===== src/rtl/phase_window_pkg.sv =====
// Shared definitions for the phase comparator: range encoding and the
// per-range window multiplier and FG edge count per phase update.
package phase_window_pkg;

    typedef enum logic [1:0] {
        RNG_STD  = 2'b00,
        RNG_TEST = 2'b01,
        RNG_DBL  = 2'b10,
        RNG_QUAD = 2'b11
    } rng_e;

    // Window width as a multiple of the base window (2pi, 6pi, 14pi).
    function automatic logic [2:0] win_mult(input logic [1:0] r);
        case (rng_e'(r))
            RNG_DBL:  return 3'd3;
            RNG_QUAD: return 3'd7;
            default:  return 3'd1;
        endcase
    endfunction

    // Last edge index before an update (edges per update minus one).
    function automatic logic [2:0] edge_last(input logic [1:0] r, input logic halve);
        logic [3:0] n;
        case (rng_e'(r))
            RNG_DBL:  n = 4'd2;
            RNG_QUAD: n = 4'd4;
            default:  n = 4'd1;
        endcase
        if (halve) n = n << 1;
        return 3'(n - 4'd1);
    endfunction

    // True for the ranges whose limiter keeps a sticky clamp.
    function automatic logic is_wide(input logic [1:0] r);
        return r[1];
    endfunction

endpackage


===== src/rtl/pw_lag_counter.sv =====
// Lag counter: counts enabled ticks since the last enabled reference
// strobe and saturates at its maximum. Assumes ref_stb is a one-cycle
// pulse; a strobe with tick_en low is ignored.
module pw_lag_counter #(
    parameter int CNT_W = 13
) (
    input  logic             clk,
    input  logic             rst_n,
    input  logic             tick_en,
    input  logic             ref_stb,
    output logic [CNT_W-1:0] lag
);
    localparam logic [CNT_W-1:0] LAG_MAX = '1;

    // Restart on strobe, otherwise count up to saturation.
    always_ff @(posedge clk) begin
        if (!rst_n)                       lag <= '0;
        else if (tick_en && ref_stb)      lag <= '0;
        else if (tick_en && lag != LAG_MAX) lag <= lag + 1'b1;
    end

    AST_CNT_CLEAR: assert property (@(posedge clk) disable iff (!rst_n)
        (tick_en && ref_stb) |=> (lag == '0));
    AST_CNT_FROZEN: assert property (@(posedge clk) disable iff (!rst_n)
        !tick_en |=> $stable(lag));
endmodule


===== src/rtl/pw_edge_qual.sv =====
// FG edge qualifier: counts enabled FG edges while tracking and marks the
// edge that completes a group (1, 2 or 4 edges, doubled when the FG
// prescaler is active). Assumes fg_edge is a one-cycle pulse.
module pw_edge_qual
    import phase_window_pkg::*;
(
    input  logic       clk,
    input  logic       rst_n,
    input  logic       tick_en,
    input  logic       fg_edge,
    input  logic       trk,
    input  logic [1:0] rng_sel,
    input  logic       fg_halved,
    output logic       upd
);
    logic [2:0] ecnt;
    logic [2:0] last;
    logic       edge_ok;

    // Decode the group length and flag the completing edge.
    always_comb begin
        last    = edge_last(rng_sel, fg_halved);
        edge_ok = tick_en && fg_edge && trk;
        upd     = edge_ok && (ecnt >= last);
    end

    // Advance the edge count; restart after a completing edge or off-track.
    always_ff @(posedge clk) begin
        if (!rst_n || !trk) ecnt <= '0;
        else if (upd)       ecnt <= '0;
        else if (edge_ok)   ecnt <= ecnt + 1'b1;
    end

    AST_QUAL_RESTART: assert property (@(posedge clk) disable iff (!rst_n)
        upd |=> (ecnt == '0));
    AST_EDGE_IDLE: assert property (@(posedge clk) disable iff (!rst_n)
        (trk && !(tick_en && fg_edge)) |=> $stable(ecnt));
endmodule


===== src/rtl/pw_scaler.sv =====
// Phase scaler and limiter: on each update maps the captured lag linearly
// onto 0..255 across the selected window, clamps at 255 beyond it, and in
// the wide ranges holds the clamp until the lag is HYST ticks inside.
// Assumes the widest window fits in the lag counter.
module pw_scaler
    import phase_window_pkg::*;
#(
    parameter int CNT_W    = 13,
    parameter int WIN_LOG2 = 10,
    parameter int HYST     = 16
) (
    input  logic             clk,
    input  logic             rst_n,
    input  logic             trk,
    input  logic             upd,
    input  logic [1:0]       rng_sel,
    input  logic [CNT_W-1:0] lag,
    output logic [7:0]       code
);
    localparam int QW = CNT_W + 8;
    localparam logic [QW-1:0] BASE   = QW'(1) << WIN_LOG2;
    localparam logic [QW-1:0] HYST_V = QW'(HYST);
    localparam logic [7:0]    MID    = 8'd128;

    logic [QW-1:0] win;
    logic [QW-1:0] quot;
    logic          over;
    logic          inside_rel;
    logic          wide;
    logic          held;

    // Window size, scaled quotient and limit comparisons.
    always_comb begin
        win        = BASE * QW'(win_mult(rng_sel));
        quot       = {lag, 8'h00} / win;
        over       = |quot[QW-1:8];
        inside_rel = (QW'(lag) + HYST_V) < win;
        wide       = is_wide(rng_sel);
    end

    // Update the code and the sticky-clamp flag on each qualified edge.
    always_ff @(posedge clk) begin
        if (!rst_n || !trk) begin
            code <= MID;
            held <= 1'b0;
        end else if (upd) begin
            if (held && wide && !inside_rel) begin
                code <= 8'hFF;
            end else if (over) begin
                code <= 8'hFF;
                held <= wide;
            end else begin
                code <= quot[7:0];
                held <= 1'b0;
            end
        end
    end

    AST_LIMIT_FULL: assert property (@(posedge clk) disable iff (!rst_n)
        (trk && upd && over) |=> (code == 8'hFF));
    AST_HOLD_CODE: assert property (@(posedge clk) disable iff (!rst_n)
        (trk && !upd) |=> $stable(code));
    AST_STD_NO_HOLD: assert property (@(posedge clk) disable iff (!rst_n)
        (upd && !wide) |=> !held);
    AST_OFFTRACK_MID: assert property (@(posedge clk) disable iff (!rst_n)
        !trk |=> (code == MID));
endmodule


===== src/rtl/phase_window_cmp.sv =====
// Phase comparator top: ties the lag counter, FG edge qualifier and
// scaler together and selects the output code: zero on stop, full scale
// or zero from the frequency servo outside tracking, scaled phase inside.
module phase_window_cmp #(
    parameter int CNT_W    = 13,
    parameter int WIN_LOG2 = 10,
    parameter int HYST     = 16
) (
    input  logic       clk,
    input  logic       rst_n,
    input  logic       tick_en,
    input  logic       ref_stb,
    input  logic       fg_edge,
    input  logic [1:0] rng_sel,
    input  logic       fg_halved,
    input  logic       tracking,
    input  logic       underspeed,
    input  logic       stop,
    output logic [7:0] po_code
);
    logic             trk;
    logic             upd;
    logic [CNT_W-1:0] lag;
    logic [7:0]       trk_code;

    assign trk = tracking && !stop;

    pw_lag_counter #(.CNT_W(CNT_W)) u_lag (
        .clk(clk), .rst_n(rst_n), .tick_en(tick_en),
        .ref_stb(ref_stb), .lag(lag)
    );

    pw_edge_qual u_qual (
        .clk(clk), .rst_n(rst_n), .tick_en(tick_en), .fg_edge(fg_edge),
        .trk(trk), .rng_sel(rng_sel), .fg_halved(fg_halved), .upd(upd)
    );

    pw_scaler #(.CNT_W(CNT_W), .WIN_LOG2(WIN_LOG2), .HYST(HYST)) u_scale (
        .clk(clk), .rst_n(rst_n), .trk(trk), .upd(upd),
        .rng_sel(rng_sel), .lag(lag), .code(trk_code)
    );

    // Output select by servo state.
    always_comb begin
        if (stop)           po_code = 8'h00;
        else if (!tracking) po_code = underspeed ? 8'hFF : 8'h00;
        else                po_code = trk_code;
    end
endmodule


===== config.mk =====
export PLATFORM = sky130hd
export DESIGN_NAME = phase_window_cmp
export DESIGN_NICKNAME = d
export VERILOG_FILES = /design/src/rtl/phase_window_pkg.sv /design/src/rtl/pw_lag_counter.sv /design/src/rtl/pw_edge_qual.sv /design/src/rtl/pw_scaler.sv /design/src/rtl/phase_window_cmp.sv
export SDC_FILE = /design/constraint.sdc
export NUM_CORES = 1
export LEC_CHECK = 0
export ABC_AREA = 1
export ABC_CLOCK_PERIOD_IN_PS = 13500
export BUFFER_PORTS_ARGS = -buffer_cell sky130_fd_sc_hd__buf_2
export CAP_MARGIN = 25
export CORE_MARGIN = 5
export CORE_UTILIZATION = 43
export CTS_CLUSTER_SIZE = 25
export DETAILED_ROUTE_END_ITERATION = 8
export GPL_TIMING_DRIVEN = 0
export SYNTH_ARGS = -nofsm -noshare
export SYNTH_HDL_FRONTEND = slang
export SYNTH_SLANG_ARGS = --single-unit

===== constraint.sdc =====
create_clock -name clk -period 13.5 [get_ports clk]
set_input_delay 0.675 -clock clk [delete_from_list [all_inputs] [get_ports clk]]
set_output_delay 0.675 -clock clk [all_outputs]
set_load 0.03 [all_outputs]

# After elaboration in Yosys (flattened, before gate mapping)
# Cells that the tools add are included.
# op_classes
add_sub_neg,4
n_div,1
magnitude_cmp,2
eq_ne,3
mux,9
bitwise_logic,2
n_reduce_logical,17
# op_table
operator,count
two-way mux 8 bit,5
divider 21 x 13 -> 21 bit,1
less-than comparator 21 x 13 -> 1 bit,1
adder 13 x 5 -> 14 bit (second input constant),1
adder 13 x 1 -> 13 bit (second input constant),1
inequality test 13 bit (second input constant),1
OR reduction 13 bit,1
case mux 3 bit (2 select lines),2
logical AND 1 bit,8
equality test 2 bit (second input constant),2
logical NOT 1 bit,4
OR reduction 2 bit,2
adder 3 x 1 -> 3 bit (second input constant),1
>= comparator 3 bit,1
two-way mux 3 bit,1
subtractor 3 x 1 -> 3 bit (second input constant),1
NOT 1 bit,2
AND reduction 2 bit,1
logical OR 1 bit,1
two-way mux 1 bit,1
# word_totals
ff_bits,25
out_inout_bits,8

# Longest topological paths before layout
# depth
ltp_word,7
depth_mapped,96
mapped_depth_nobuf,92

# Modules after synthesis
# From an unflattened synthesis, not the netlist that was laid out.
# hier_totals
cells_unflattened,545
area_unflattened_um2,3321.9
# by_module_without_submodules
mod,n_inst,cells_per_inst,area_per_inst_um2,seq_area_each_um2
pw_scaler,1,370,2208.4,180.2
pw_lag_counter,1,112,742.0,260.2
pw_edge_qual,1,42,259.0,60.1
phase_window_cmp,1,21,112.6,0.0

# Least setup slack after synthesis
# OpenSTA, ideal clock, no wires.
# synth_timing
kind,reg-to-reg
startpoint,register u_lag.lag[0]
endpoint,register u_scale.code[0]
setup_time_ns,0.117
arrival_ns,12.614
path_slack_ns,0.769
stages_incl_launch_ff,91
path_buffers,4
synth_period_minus_slack_ns,12.731
path_cell_list,dfxtp_1 > inv_1 > ha_1 > nand2_2 > buf_2 > inv_2 > nand4_1 > a21oi_1 > ha_1 > nand3_1 > inv_1 > nand3_1 > nor2_1 > nor2_4 > nand2_4 > nor2_1 > a21oi_1 > ha_1 > (+55 left out) > xor2_1 > inv_1 > ha_1 > nand3_1 > inv_1 > a21oi_4 > nand3_4 > nand2_1 > o21ai_0 > ha_1 > a21oi_1 > nand3_1 > nor2_1 > nand2_1 > nor2_1 > nand4_1 > nor2_1 > nor2_1
# synth_between
elab_chain_cells,5
elab_cells_between_ends,8
# synth_lines
item,line_no,text
from (decl),pw_lag_counter.sv:11,output logic [CNT_W-1:0] lag
from (signal assigned),pw_lag_counter.sv:19,else if (tick_en && lag != LAG_MAX) lag <= lag + 1'b1;
"parallel branches: the longest is 4 deep, another holds divider 21 x 13 -> 21 bit",-,
two-way mux 8 bit (*),pw_scaler.sv:47,if (held && wide && !inside_rel) begin
to (signal assigned),pw_scaler.sv:53,code <= quot[7:0];
to (decl),pw_scaler.sv:18,output logic [7:0] code
# Mark *: on every way between the ends.
# A chain may end at the register's enable or synchronous reset.

# Final worst setup path
# Ends and elaborated chain as after synthesis.

==> impl_metrics.py <==
metrics = {
    "logic_synthesis": {
        "netlist_area_sq_mm": 0.005002,
        "yosys.area.top_type": "nand2_1",
        "synth-edff-count": 0,
        "yosys.area_share.adder": 0.07254,
        "syn_nets": 885,
        "ys_seq_area_frac": 0.1001,
        "synth_top_family_by_area": "simple AND/OR/NAND/NOR gates",
        "synth_top_area_share": 0.1673,
        "yosys_warnings": 0,
        "synth_compound_area_frac": 0.1206,
        "synth_cells": 845,
        "ys_seq_elements": 25,
        "synth.distinct_cells": 49,
        "muxShareOfSynthArea": 0,
        "yosys-top-cells-area": "nand2_1 (17%), dfxtp_1 (10%), inv_1 (9.8%)",
        "async_flop_share": 0,
        "synth-simple-area-share": 0.5175,
        "synth_ff_type": "dfxtp_1",
        "syn_area_per_cell_sq_um": 5.920,
        "synth_xor_area_frac": 0.06303,
    },
    "sta": {
        "setup_violations": 0,
        "finalCritPeriodShare": 0.9319,
        "tns_ns": 0,
        "slew_headroom": 0.2588,
        "max_freq_ghz": 0.07949,
        "finalHoldViolations": 0,
        "tightest_slew_ns": 1.109,
        "hold-worst-slack_ns": 0.4750,
        "fin_crit_ns": 12.58,
        "skew_ns": 0.003035,
        "slew_viol_final": 0,
        "worst_slack_ns": 0.9197,
    },
    "global_routing": {
        "grt_max_degree": 14,
        "antenna_found_initial": 0,
        "grt_usage": 0.1903,
        "overflow": 0,
        "grt_pass1_vias": 5046,
        "grt_pass1_wl_microns": 23210,
    },
    "clock_tree": {
        "clk_pin_slew_ns": 0.06,
        "cts-hold-fix-buffers": 0,
        "clock_sinks": 25,
        "clockBufferDepth": 2,
        "cts-buffers-inserted": 3,
        "cts-root-buf": "clkbuf_16",
        "cts_max_level": 1,
        "cts_tree": "built",
        "clk_latency_ns": 0.26,
    },
    "worst_hold_path": {
        "hold_path_end": "u_scale.held$_SDFFE_PP0P_",
        "min-delay-path-class": "flop to flop",
        "min_from": "u_scale.held$_SDFFE_PP0P_",
        "hold_depth": 2,
    },
    "run": {
        "maxCapViolCount": 0,
    },
    "layout": {
        "areaGrowthSynthToFinish_pct": 20.99,
        "nets": 948,
        "diodes": 0,
        "drive_above_1_share": 0.2514,
        "fill_cells": 1120,
    },
    "power_and_ir_drop": {
        "peakVddDrop_v": 0.00006713,
        "powerDensity_mw_per_mm2": 32.96,
        "p_leak_nw": 3.382,
    },
    "drt": {
        "wl_per_cell_microns": 13.03,
        "wirelength_microns": 13680,
        "drtAntennaViolNets": 0,
        "viasPerCell": 5.158,
        "drc": 0,
        "initialDrtViolationCount": 269,
        "vias": 5416,
        "drtPass1Iterations": 5,
    },
    "place": {
        "dp_slack_ns": -1.692,
        "port_buffers": 18,
        "hpwl_microns": 10720,
        "place_congestion": 0.8618,
    },
    "critical_path": {
        "reg2regPathDepth": 93,
        "arrival_ns": 12.73,
        "crit_top_cell": "inv_1",
        "reg2reg_from": "u_lag.lag[0]$_SDFFE_PP0P_",
        "crit_buf_inv": 20,
        "required_ns": 13.65,
        "path_delay_family": "simple AND/OR/NAND/NOR gates",
        "start_kind": "flop",
        "cp-end-kind": "flop",
        "r2r_end": "u_scale.code[0]$_SDFFE_PP0P_",
        "critical_path_peak_fanout": 10,
        "critPathMaxStageDelay_ns": 0.35,
        "path_class": "flop to flop",
        "reg2reg_setup_slack_ns": 0.92,
        "crit_path_top_delay_cell": "ha_1",
    },
    "floorplanning": {
        "initial_core_util": 0.4381,
        "dieArea_sq_mm": 0.01389,
        "num_io_pins": 19,
        "die_w_microns": 117.9,
        "die_h_microns": 117.9,
        "num_rows": 39,
        "core_area_sq_mm": 0.01142,
    },
    "run_status": {
        "outcome": "complete, no violations",
    },
}
[worst register-to-register path, delay by kind of cell, from the launching register on]
kind            cells  cell delay (ns)
simple gates       44             4.66
fa+ha+maj          11             3.01
compound gates     14             1.86
buf+inv            20             1.86
xor+xnor            4             0.72
flops               1             0.33
[placed cells by master, fill, tap and decap left out, drive strengths merged, types with 2 or more instances in the layout]
| master | netlist | routed |
|---|---|---|
| o31ai | 2 | 2 |
| ha | 29 | 29 |
| nand3b | 9 | 9 |
| nand3 | 97 | 98 |
| clkinv | 3 | 3 |
| a21oi | 44 | 44 |
| xnor2 | 14 | 14 |
| xor2 | 22 | 22 |
| a221oi | 2 | 2 |
| inv | 146 | 146 |
| buf | 9 | 66 |
| dfxtp | 25 | 25 |
| o221ai | 4 | 4 |
| nand4 | 29 | 29 |
| clkbuf | 1 | 5 |
| o21a | 2 | 2 |
| or2 | 4 | 4 |
| nand2 | 261 | 261 |
| o21ai | 34 | 34 |
| nor2 | 87 | 87 |
| nor3 | 8 | 8 |
| o211ai | 2 | 2 |
[cell usage after synthesis, types with 3 or more instances]
cell type	instances
nand3b_1	8
ha_1	29
inv_1	130
xnor2_1	14
nand3_2	13
nand3_4	5
or2_2	4
o221ai_1	4
inv_2	16
nand3_1	79
xor2_1	22
nor3_1	8
buf_6	3
nand2_2	27
nor2_2	11
nor2_1	62
a21oi_1	40
o21ai_1	5
nand4_1	27
dfxtp_1	25
nand2_4	9
nand2_1	223
nor2_4	12
buf_2	4
o21ai_0	29
clkinv_1	3
[power by group]
group | internal [mW] | leakage [nW] | switching (mW)
Combinational | 0.0209 | 3.14 | 0.0381
Sequential | 0.0744 | 0.202 | 0.000374
Clock | 0.0404 | 0.0382 | 0.0254
Total | 0.136 | 3.38 | 0.0639
[flip-flops by register name, summed over array words and instances (netlist names)]
signal and flops:
u_qual.ecnt 3, u_scale.held 1, u_scale.code 8, u_lag.lag 13
[cells by family after synthesis]
kind of cell | count (synthesis)
fa+ha+maj | 29
compound gates | 99
flops | 25
simple gates | 497
buf+inv | 159
xor+xnor | 36
[stage by stage]
step                utilization  cells  total power [mW]  instance area [sq um]
CTS                      0.4866   1021            0.1950                   5557
detailed placement       0.4616   1006            0.1275                   5271
floorplan                     -    845            0.1147                   5002
global route             0.5300   1050            0.2125                   6052
finish                   0.5300   1050            0.1995                   6052
global placement         0.4616   1006            0.1264                   5271
[layer usage]
metal / track usage / vias up / share of wire
met2: 0.3469 / 65 / 0.50
met3: 0.01442 / 8 / 0.020
li1: - / 2859 / -
met4: 0.01864 / 0 / 0.0057
met1: 0.2528 / 2484 / 0.48
met5: 0 / - / 0
[worst max-delay path by stage]
stage                              startpoint                            to  slack, ns  depth (start not counted)
detailed placement  u_lag.lag[0]$_SDFFE_PP0P_  u_scale.code[0]$_SDFFE_PP0P_      -1.69                         91
CTS                 u_lag.lag[0]$_SDFFE_PP0P_  u_scale.code[0]$_SDFFE_PP0P_       0.02                         94
global route        u_lag.lag[0]$_SDFFE_PP0P_  u_scale.code[0]$_SDFFE_PP0P_      -0.14                         91
finish              u_lag.lag[0]$_SDFFE_PP0P_  u_scale.code[0]$_SDFFE_PP0P_       0.92                         93
floorplan           u_lag.lag[0]$_SDFFE_PP0P_  u_scale.code[0]$_SDFFE_PP0P_       0.77                         90
global placement    u_lag.lag[0]$_SDFFE_PP0P_  u_scale.code[0]$_SDFFE_PP0P_      -1.39                         91
[cell type report]
class / count / area (sq um) / area share
Multi-Input combinational cell: 662 / 4243 / 0.7011
Tap cell: 143 / 178.9 / 0.02956
Inverter: 149 / 566.8 / 0.09365
Timing Repair Buffer: 57 / 382.9 / 0.06326
Buffer: 10 / 98.84 / 0.01633
Clock buffer: 4 / 78.83 / 0.01302
Sequential cell: 25 / 503.0 / 0.08311
[repair_timing]
item	in CTS	in global routing
setup buffers	11	28
gates resized for setup	33	47
cloned	0	1
endpoints found under the setup margin	2	2
pin swaps	12	21
No activity file was read; power rests on OpenSTA's default activity.
